--- src/rtl/spi_bus_master_pkg.sv ---
`timescale 1ns/1ps
package spi_bus_master_pkg;
    localparam int WORD_W = 32;
    localparam int LEN_W  = 6;   // holds 0..32
    localparam int DIV_W  = 9;   // holds 2..257

    // Laid out to match the configuration word bit for bit.
    typedef struct packed {
        logic [7:0] cs_field;
        logic [7:0] div_m2;
        logic [7:0] len_m1;
        logic       half_duplex;
        logic       lsb_first;
        logic       cpha;
        logic       cpol;
        logic       cs_pol;
        logic       capture;
        logic       end_xfer;
        logic       offline;
    } cfg_t;
endpackage

--- src/rtl/spi_slot_timer.sv ---
`timescale 1ns/1ps
module spi_slot_timer #(
    parameter int LEN_W = 6,
    parameter int DIV_W = 9
) (
    input  logic             clk,
    input  logic             rst_n,
    input  logic             start_i,
    input  logic [LEN_W-1:0] len_i,
    input  logic [DIV_W-1:0] div_i,
    output logic             run_o,
    output logic             lead_o,
    output logic             trail_o,
    output logic             first_o,
    output logic             last_o,
    output logic             active_d_o,
    output logic             done_o
);
    typedef struct packed {
        logic             run;
        logic [LEN_W-1:0] slot;
        logic [DIV_W-1:0] pos;
    } tmr_t;

    tmr_t st_d, st_q;
    logic [DIV_W-1:0] half;

    always_comb begin
        half = div_i >> 1;
        st_d = st_q;
        if (start_i && !st_q.run) begin
            st_d.run  = 1'b1;
            st_d.slot = '0;
            st_d.pos  = '0;
        end else if (st_q.run) begin
            if (st_q.pos == div_i - 1'b1) begin
                st_d.pos = '0;
                if (st_q.slot == len_i) st_d.run  = 1'b0;
                else                    st_d.slot = st_q.slot + 1'b1;
            end else begin
                st_d.pos = st_q.pos + 1'b1;
            end
        end
        lead_o     = st_d.run && (st_d.slot < len_i) && (st_d.pos == half);
        trail_o    = st_d.run && (st_d.pos == '0) && (st_d.slot != '0);
        first_o    = (st_d.slot == '0);
        last_o     = (st_d.slot == len_i);
        active_d_o = st_d.run && (st_d.slot < len_i) && (st_d.pos >= half);
        done_o     = st_q.run && !st_d.run;
        run_o      = st_q.run;
    end

    always_ff @(posedge clk) begin
        if (!rst_n) st_q <= '0;
        else        st_q <= st_d;
    end
endmodule

--- src/rtl/spi_shift_unit.sv ---
`timescale 1ns/1ps
module spi_shift_unit #(
    parameter int WORD_W = 32,
    parameter int LEN_W  = 6
) (
    input  logic              clk,
    input  logic              rst_n,
    input  logic              load_i,
    input  logic [WORD_W-1:0] data_i,
    input  logic              lsb_i,
    input  logic              cpha_i,
    input  logic [LEN_W-1:0]  len_i,
    input  logic              lead_i,
    input  logic              trail_i,
    input  logic              first_i,
    input  logic              last_i,
    input  logic              in_bit_i,
    output logic              out_bit_o,
    output logic [WORD_W-1:0] rx_word_o
);
    localparam int SH_W = $clog2(WORD_W) + 1;

    typedef struct packed {
        logic [WORD_W-1:0] tx;
        logic [WORD_W-1:0] rx;
    } sh_t;

    sh_t st_d, st_q;
    logic shift_tx, sample;
    logic [SH_W-1:0] shamt;

    always_comb begin
        shift_tx = cpha_i ? (lead_i && !first_i) : (trail_i && !last_i);
        sample   = cpha_i ? trail_i : lead_i;
        st_d     = st_q;
        if (load_i) begin
            st_d.tx = data_i;
            st_d.rx = '0;
        end else begin
            if (shift_tx)
                st_d.tx = lsb_i ? (st_q.tx >> 1) : (st_q.tx << 1);
            if (sample)
                st_d.rx = lsb_i ? {in_bit_i, st_q.rx[WORD_W-1:1]}
                                : {st_q.rx[WORD_W-2:0], in_bit_i};
        end
        out_bit_o = lsb_i ? st_q.tx[0] : st_q.tx[WORD_W-1];
        shamt     = SH_W'(WORD_W) - SH_W'(len_i);
        rx_word_o = lsb_i ? (st_q.rx >> shamt) : st_q.rx;
    end

    always_ff @(posedge clk) begin
        if (!rst_n) st_q <= '0;
        else        st_q <= st_d;
    end
endmodule

--- src/rtl/spi_pin_ctrl.sv ---
`timescale 1ns/1ps
module spi_pin_ctrl #(
    parameter int CS_W = 8
) (
    input  logic            clk,
    input  logic            rst_n,
    input  logic            active_d_i,
    input  logic            cpol_i,
    input  logic            cs_pol_i,
    input  logic [CS_W-1:0] cs_sel_i,
    input  logic            cs_set_i,
    input  logic            cs_clr_i,
    input  logic            offline_i,
    input  logic            half_i,
    input  logic            capture_i,
    output logic            sclk_o,
    output logic [CS_W-1:0] cs_o,
    output logic            drive_en_o,
    output logic            mosi_oe_o
);
    typedef struct packed {
        logic sclk_act;
        logic cs_act;
    } pin_t;

    pin_t st_d, st_q;
    logic [CS_W-1:0] mask;

    always_comb begin
        st_d          = st_q;
        st_d.sclk_act = active_d_i;
        if (cs_set_i)      st_d.cs_act = 1'b1;
        else if (cs_clr_i) st_d.cs_act = 1'b0;
        mask       = st_q.cs_act ? cs_sel_i : '0;
        cs_o       = cs_pol_i ? mask : ~mask;
        sclk_o     = st_q.sclk_act ^ cpol_i;
        drive_en_o = !offline_i;
        mosi_oe_o  = !offline_i && !(half_i && capture_i);
    end

    always_ff @(posedge clk) begin
        if (!rst_n) st_q <= '0;
        else        st_q <= st_d;
    end
endmodule

--- src/rtl/spi_bus_master.sv ---
`timescale 1ns/1ps
module spi_bus_master
    import spi_bus_master_pkg::*;
#(
    parameter int CS_W = 8
) (
    input  logic              clk,
    input  logic              rst_n,
    input  logic              wr_en,
    input  logic              wr_addr,
    input  logic [31:0]       wr_data,
    output logic              sclk_o,
    output logic              mosi_o,
    output logic              mosi_oe_o,
    input  logic              mosi_i,
    input  logic              miso_i,
    output logic [CS_W-1:0]   cs_o,
    output logic              drive_en_o,
    output logic              busy_o,
    output logic              err_o,
    output logic              rd_valid_o,
    output logic [31:0]       rd_data_o
);
    typedef struct packed {
        cfg_t              cfg;
        logic              err;
        logic              valid;
        logic [WORD_W-1:0] rdata;
    } top_t;

    top_t st_d, st_q;

    logic              run, lead, trail, first, last, active_d, done;
    logic              start, cfg_we, in_bit;
    logic [LEN_W-1:0]  len;
    logic [DIV_W-1:0]  div;
    logic [WORD_W-1:0] rx_word;

    always_comb begin
        len    = LEN_W'(st_q.cfg.len_m1[4:0]) + 1'b1;
        div    = DIV_W'(st_q.cfg.div_m2) + 2'd2;
        start  = wr_en && wr_addr && !run;
        cfg_we = wr_en && !wr_addr && !run;
        in_bit = st_q.cfg.half_duplex ? mosi_i : miso_i;

        st_d       = st_q;
        st_d.err   = st_q.err || (wr_en && run);
        st_d.valid = done && st_q.cfg.capture;
        if (cfg_we) st_d.cfg = cfg_t'(wr_data);
        if (done && st_q.cfg.capture) st_d.rdata = rx_word;
    end

    always_ff @(posedge clk) begin
        if (!rst_n) st_q <= '0;
        else        st_q <= st_d;
    end

    spi_slot_timer #(.LEN_W(LEN_W), .DIV_W(DIV_W)) u_timer (
        .clk        (clk),
        .rst_n      (rst_n),
        .start_i    (start),
        .len_i      (len),
        .div_i      (div),
        .run_o      (run),
        .lead_o     (lead),
        .trail_o    (trail),
        .first_o    (first),
        .last_o     (last),
        .active_d_o (active_d),
        .done_o     (done)
    );

    spi_shift_unit #(.WORD_W(WORD_W), .LEN_W(LEN_W)) u_shift (
        .clk       (clk),
        .rst_n     (rst_n),
        .load_i    (start),
        .data_i    (wr_data),
        .lsb_i     (st_q.cfg.lsb_first),
        .cpha_i    (st_q.cfg.cpha),
        .len_i     (len),
        .lead_i    (lead),
        .trail_i   (trail),
        .first_i   (first),
        .last_i    (last),
        .in_bit_i  (in_bit),
        .out_bit_o (mosi_o),
        .rx_word_o (rx_word)
    );

    spi_pin_ctrl #(.CS_W(CS_W)) u_pins (
        .clk        (clk),
        .rst_n      (rst_n),
        .active_d_i (active_d),
        .cpol_i     (st_q.cfg.cpol),
        .cs_pol_i   (st_q.cfg.cs_pol),
        .cs_sel_i   (st_q.cfg.cs_field[CS_W-1:0]),
        .cs_set_i   (start),
        .cs_clr_i   (done && st_q.cfg.end_xfer),
        .offline_i  (st_q.cfg.offline),
        .half_i     (st_q.cfg.half_duplex),
        .capture_i  (st_q.cfg.capture),
        .sclk_o     (sclk_o),
        .cs_o       (cs_o),
        .drive_en_o (drive_en_o),
        .mosi_oe_o  (mosi_oe_o)
    );

    assign busy_o     = run;
    assign err_o      = st_q.err;
    assign rd_valid_o = st_q.valid;
    assign rd_data_o  = st_q.rdata;
endmodule

--- config.mk ---
export PLATFORM = sky130hd
export DESIGN_NAME = spi_bus_master
export DESIGN_NICKNAME = d
export VERILOG_FILES = /design/src/rtl/spi_bus_master_pkg.sv /design/src/rtl/spi_slot_timer.sv /design/src/rtl/spi_shift_unit.sv /design/src/rtl/spi_pin_ctrl.sv /design/src/rtl/spi_bus_master.sv
export SDC_FILE = /design/constraint.sdc
export NUM_CORES = 1
export LEC_CHECK = 0
export BUFFER_PORTS_ARGS = -buffer_cell sky130_fd_sc_hd__buf_2
export CORE_MARGIN = 2
export CORE_UTILIZATION = 45
export CTS_CLUSTER_DIAMETER = 120
export CTS_CLUSTER_SIZE = 40
export DETAILED_ROUTE_END_ITERATION = 16
export PLACE_DENSITY = 0.73
export REMOVE_ABC_BUFFERS = 1
export SLEW_MARGIN = 20
export SYNTH_ARGS = -nofsm -noshare
export SYNTH_HDL_FRONTEND = slang
export SYNTH_SLANG_ARGS = --single-unit
--- constraint.sdc ---
create_clock -name clk -period 6.2 [get_ports clk]
set_clock_uncertainty 0.05 [all_clocks]
set_input_delay 0.93 -clock clk [delete_from_list [all_inputs] [get_ports clk]]
set_output_delay 0.93 -clock clk [all_outputs]
set_load 0.1 [all_outputs]
==> run summary <==
TritonCTS Buffers: 17
Critical Path Sink Type: flip-flop
CTS resizes: 0
Main combinational cell family by area after synthesis: simple AND/OR/NAND/NOR gates
Count of final hold-check violations: 0
Buffers from clock root to sink, at most: 2
Share of layout cells above drive strength 1: 15.8%
Pwr Density: 216 nW/µm²
Net count, final: 1289
Mux contribution to synthesized area: 19.2%
Run status: finished clean
Post-synthesis share of cell area spent on xor and xnor gates: 4.58%
DR vias: 8873
Core Region: 22500 µm²
Number of placement rows: 55
Worst-path maximum fanout: 32
Slew at the pin closest to its max-slew limit: 1020 ps
Clock Tree Root: sky130_fd_sc_hd__clkbuf_16
Kind of critical path: flip-flop to flip-flop
Antenna-violating nets left: 0
Horizontal extent of the die: 155 µm
Worst hold path cell count: 2
Cell type with the largest total area after synthesis: sky130_fd_sc_hd__dfxtp_1
Place WS: 788 ps
Final worst-path setup slack: 719 ps
Final period utilization: 88.4%
Total grt overflow: 0
Number of remaining DRC errors: 0
Die height: 155 µm
Adder-Cell Fraction of Synth Area: 2.53%
Setup total negative slack: 0 ps
Number of DRC violations after detailed-routing iteration 0: 618
CTS tree: yes
Hold path endpoint: st_q[65]
Endpoint of the worst register-to-register path: u_shift.st_q[36]
Average routed wire per standard cell: 17.0 µm
Basic-gate share of the synthesized area counting and, or, nand and nor cells: 22.2%
Classification of the worst-slack hold path: flip-flop to flip-flop
Number of cells on the worst reg-to-reg path: 20
Wire length of the first global-routing pass: 42400 µm
Top-area cell type share of the netlist area: 28.3%
# clock sinks: 145
FF+latch count, synth: 145
Number of warnings reported in the yosys synthesis log: 0
Final worst path period need: 5480 ps
R2r setup slk: 720 ps
Port buffer count: 84
Setup violation total in the final timing report: 0
Unrepaired setup endpoints after global routing: false
HPWL after detailed placement: 17700 µm
Sequential share of the synthesized area: 28.3%
Effective utilization at floorplan: 45.6%
Worst EP required: 6440 ps
Buffer count from post-CTS setup fixing: 0
Most area-consuming cells after synthesis: sky130_fd_sc_hd__dfxtp_1 (28%), sky130_fd_sc_hd__mux2i_1 (12%), sky130_fd_sc_hd__nand2_1 (9.5%)
Antenna violations before repair: 1
RD Place Congestion: 0.924
Distinct cell type count after synthesis: 80
Count of H-tree levels built during CTS: 4
Clock-pin transition on the worst setup and hold timing paths: 70 ps
Full die area: 24000 µm²
Via-to-Cell Ratio: 5.80
Cells after Synth: 1250
Hold buffer count at CTS: 0
MaxCap Viol Count: 0
Via count of the first global-routing pass: 8384
Hold Startpoint: st_q[65]
Compound-gate portion of the synthesized area: 15.5%
EDFF count, synth: 0
Io pins: 85
Final-report max-slew violation count: 0
Critical Path Source Type: flip-flop
Maximum number of pins on one net before global-route repair: 81
Final Routed Wirelength: 26000 µm
Mean area per synthesized cell: 8.21 µm²
Tightest slew margin relative to the limit: 31.2%
Peak clock frequency supported by timing: 182 MHz
Number of antenna cells inserted: 0
Maximum vdd drop: 0.155 mV
Drt pass-1 iters: 5
Flip-flop cell with the highest count after synthesis: sky130_fd_sc_hd__dfxtp_1
Post-Syn Area: 10300 µm²
Launch instance of the worst register-to-register path: st_q[51]
Worst-Skew Late Latency: 430 ps
Async set or reset register ratio after synthesis: 0%
Area added between synthesis and finish: 7.85%
Arrival time at the worst endpoint: 5720 ps
Leakage: 4.63 nW
Global routing usage summed across all routing layers: 21.6%
layout by cell type, fill, tap and decap left out, drive strengths merged, types with 20 or more instances in the layout:
| cell | n |
|---|---|
| dfxtp | 145 |
| o211ai | 45 |
| o21ai | 60 |
| buf | 96 |
| mux2i | 118 |
| xor2 | 27 |
| nor2 | 66 |
| nand3 | 34 |
| mux4 | 29 |
| nand2 | 261 |
| and2 | 34 |
| nor2b | 29 |
| a21oi | 75 |
| ha | 20 |
sequential cells by signal, indices dropped and copies added (netlist names):
| signal | count |
|---|---|
| u_timer.run_o | 1 |
| rd_valid_o | 1 |
| u_pins.st_q | 2 |
| u_shift.st_q | 64 |
| rd_data_o | 32 |
| err_o | 1 |
| u_timer.st_q | 15 |
| st_q | 29 |
power by group:
part	internal, W	switching [W]	total, W	leakage [nW]
combinational	0.000106	0.000208	0.000314	3.16
clock	0.000649	0.000448	0.00110	0.290
sequential	0.000949	0.0000260	0.000975	1.17
total	0.00170	0.000682	0.00239	4.63
worst max-delay path: stages, from the launching register on:
cell                       delay, ps
sky130_fd_sc_hd__dfxtp_1         520
sky130_fd_sc_hd__ha_1            540
sky130_fd_sc_hd__xnor2_2         180
sky130_fd_sc_hd__xnor3_1         230
sky130_fd_sc_hd__or4_4           430
sky130_fd_sc_hd__nor4_4          370
sky130_fd_sc_hd__nand2_4         160
sky130_fd_sc_hd__nor4_4          380
sky130_fd_sc_hd__nand2_1         120
sky130_fd_sc_hd__xor2_1          190
sky130_fd_sc_hd__nor2_1           70
sky130_fd_sc_hd__ha_1            230
sky130_fd_sc_hd__a21o_1          170
sky130_fd_sc_hd__a21o_1          170
sky130_fd_sc_hd__a211oi_1        360
sky130_fd_sc_hd__nand3_1         140
sky130_fd_sc_hd__a211o_1         280
sky130_fd_sc_hd__o31ai_1         120
sky130_fd_sc_hd__a21oi_4         100
sky130_fd_sc_hd__buf_4           340
sky130_fd_sc_hd__mux2i_1         180
area by class of cell:
| cell class | count | area (µm²) |
|---|---|---|
| Multi-Input combinational cell | 955 | 6620 |
| Sequential cell | 145 | 2910 |
| Clock inverter | 14 | 178 |
| Clock buffer | 18 | 439 |
| Fill cell | 2128 | 11400 |
| Timing Repair Buffer | 96 | 510 |
| Inverter | 16 | 61.3 |
| Tap cell | 285 | 357 |
logic make-up (layout without fill, tap and decap cells):
logic type                 count (synthesis)  after routing
and+or+nand+nor                          485            485
AOI/OAI and AO/OA                        242            242
muxes                                    159            159
buffers and inverters                    150            144
DFF                                      145            145
xor gates and xnor gates                  48             48
adders and majority gates                 21             21
metal layers:
layer | GRT usage [%] | wire, µm
met4 | 7.54 | 535
met3 | 4.37 | 1590
met5 | 0 | 13
met1 | 27.6 | 11300
met2 | 36.5 | 12500
cell usage after synthesis, drive strengths merged, types with 9 or more instances:
cell	n
inv	15
mux4	29
xnor2	18
dfxtp	145
mux2i	118
clkbuf	78
o211ai	45
nand3	34
mux2	12
buf	56
xor2	27
o211a	17
o21ai	60
and2	34
nand2b	12
nand4	9
nor2	66
nor2b	29
nand2	261
ha	20
a21oi	75
worst max path at each step:
| stage | start | endpoint | slack (ps) | cells past startpoint |
|---|---|---|---|---|
| final | st_q[51] | u_shift.st_q[36] | 720 | 20 |
| after floorplan | st_q[42] | u_shift.st_q[32] | 430 | 16 |
| after global placement | st_q[51] | u_shift.st_q[61] | 960 | 20 |
| after detailed placement | st_q[51] | u_shift.st_q[36] | 790 | 20 |
| after global routing | st_q[51] | u_shift.st_q[45] | 350 | 20 |
| after CTS | st_q[51] | u_shift.st_q[36] | 720 | 17 |
through the flow:
| step | power [W] | area (µm²) | util, % | hold slack (ps) | std cells |
|---|---|---|---|---|---|
| 6_report | 0.00239 | 11100 | 49.2 | 409 | 1529 |
| 3_5_place_dp | 0.00131 | 10400 | 46.4 | 401 | 1497 |
| 3_3_place_gp | 0.00130 | 10400 | 46.4 | 393 | 1497 |
| 4_1_cts | 0.00240 | 11100 | 49.2 | 411 | 1529 |
| 2_1_floorplan | 0.00122 | 9530 | - | 386 | 1116 |
| 5_1_grt | 0.00247 | 11100 | 49.2 | 434 | 1529 |
Note: power is estimated with default switching activity, not from simulation.
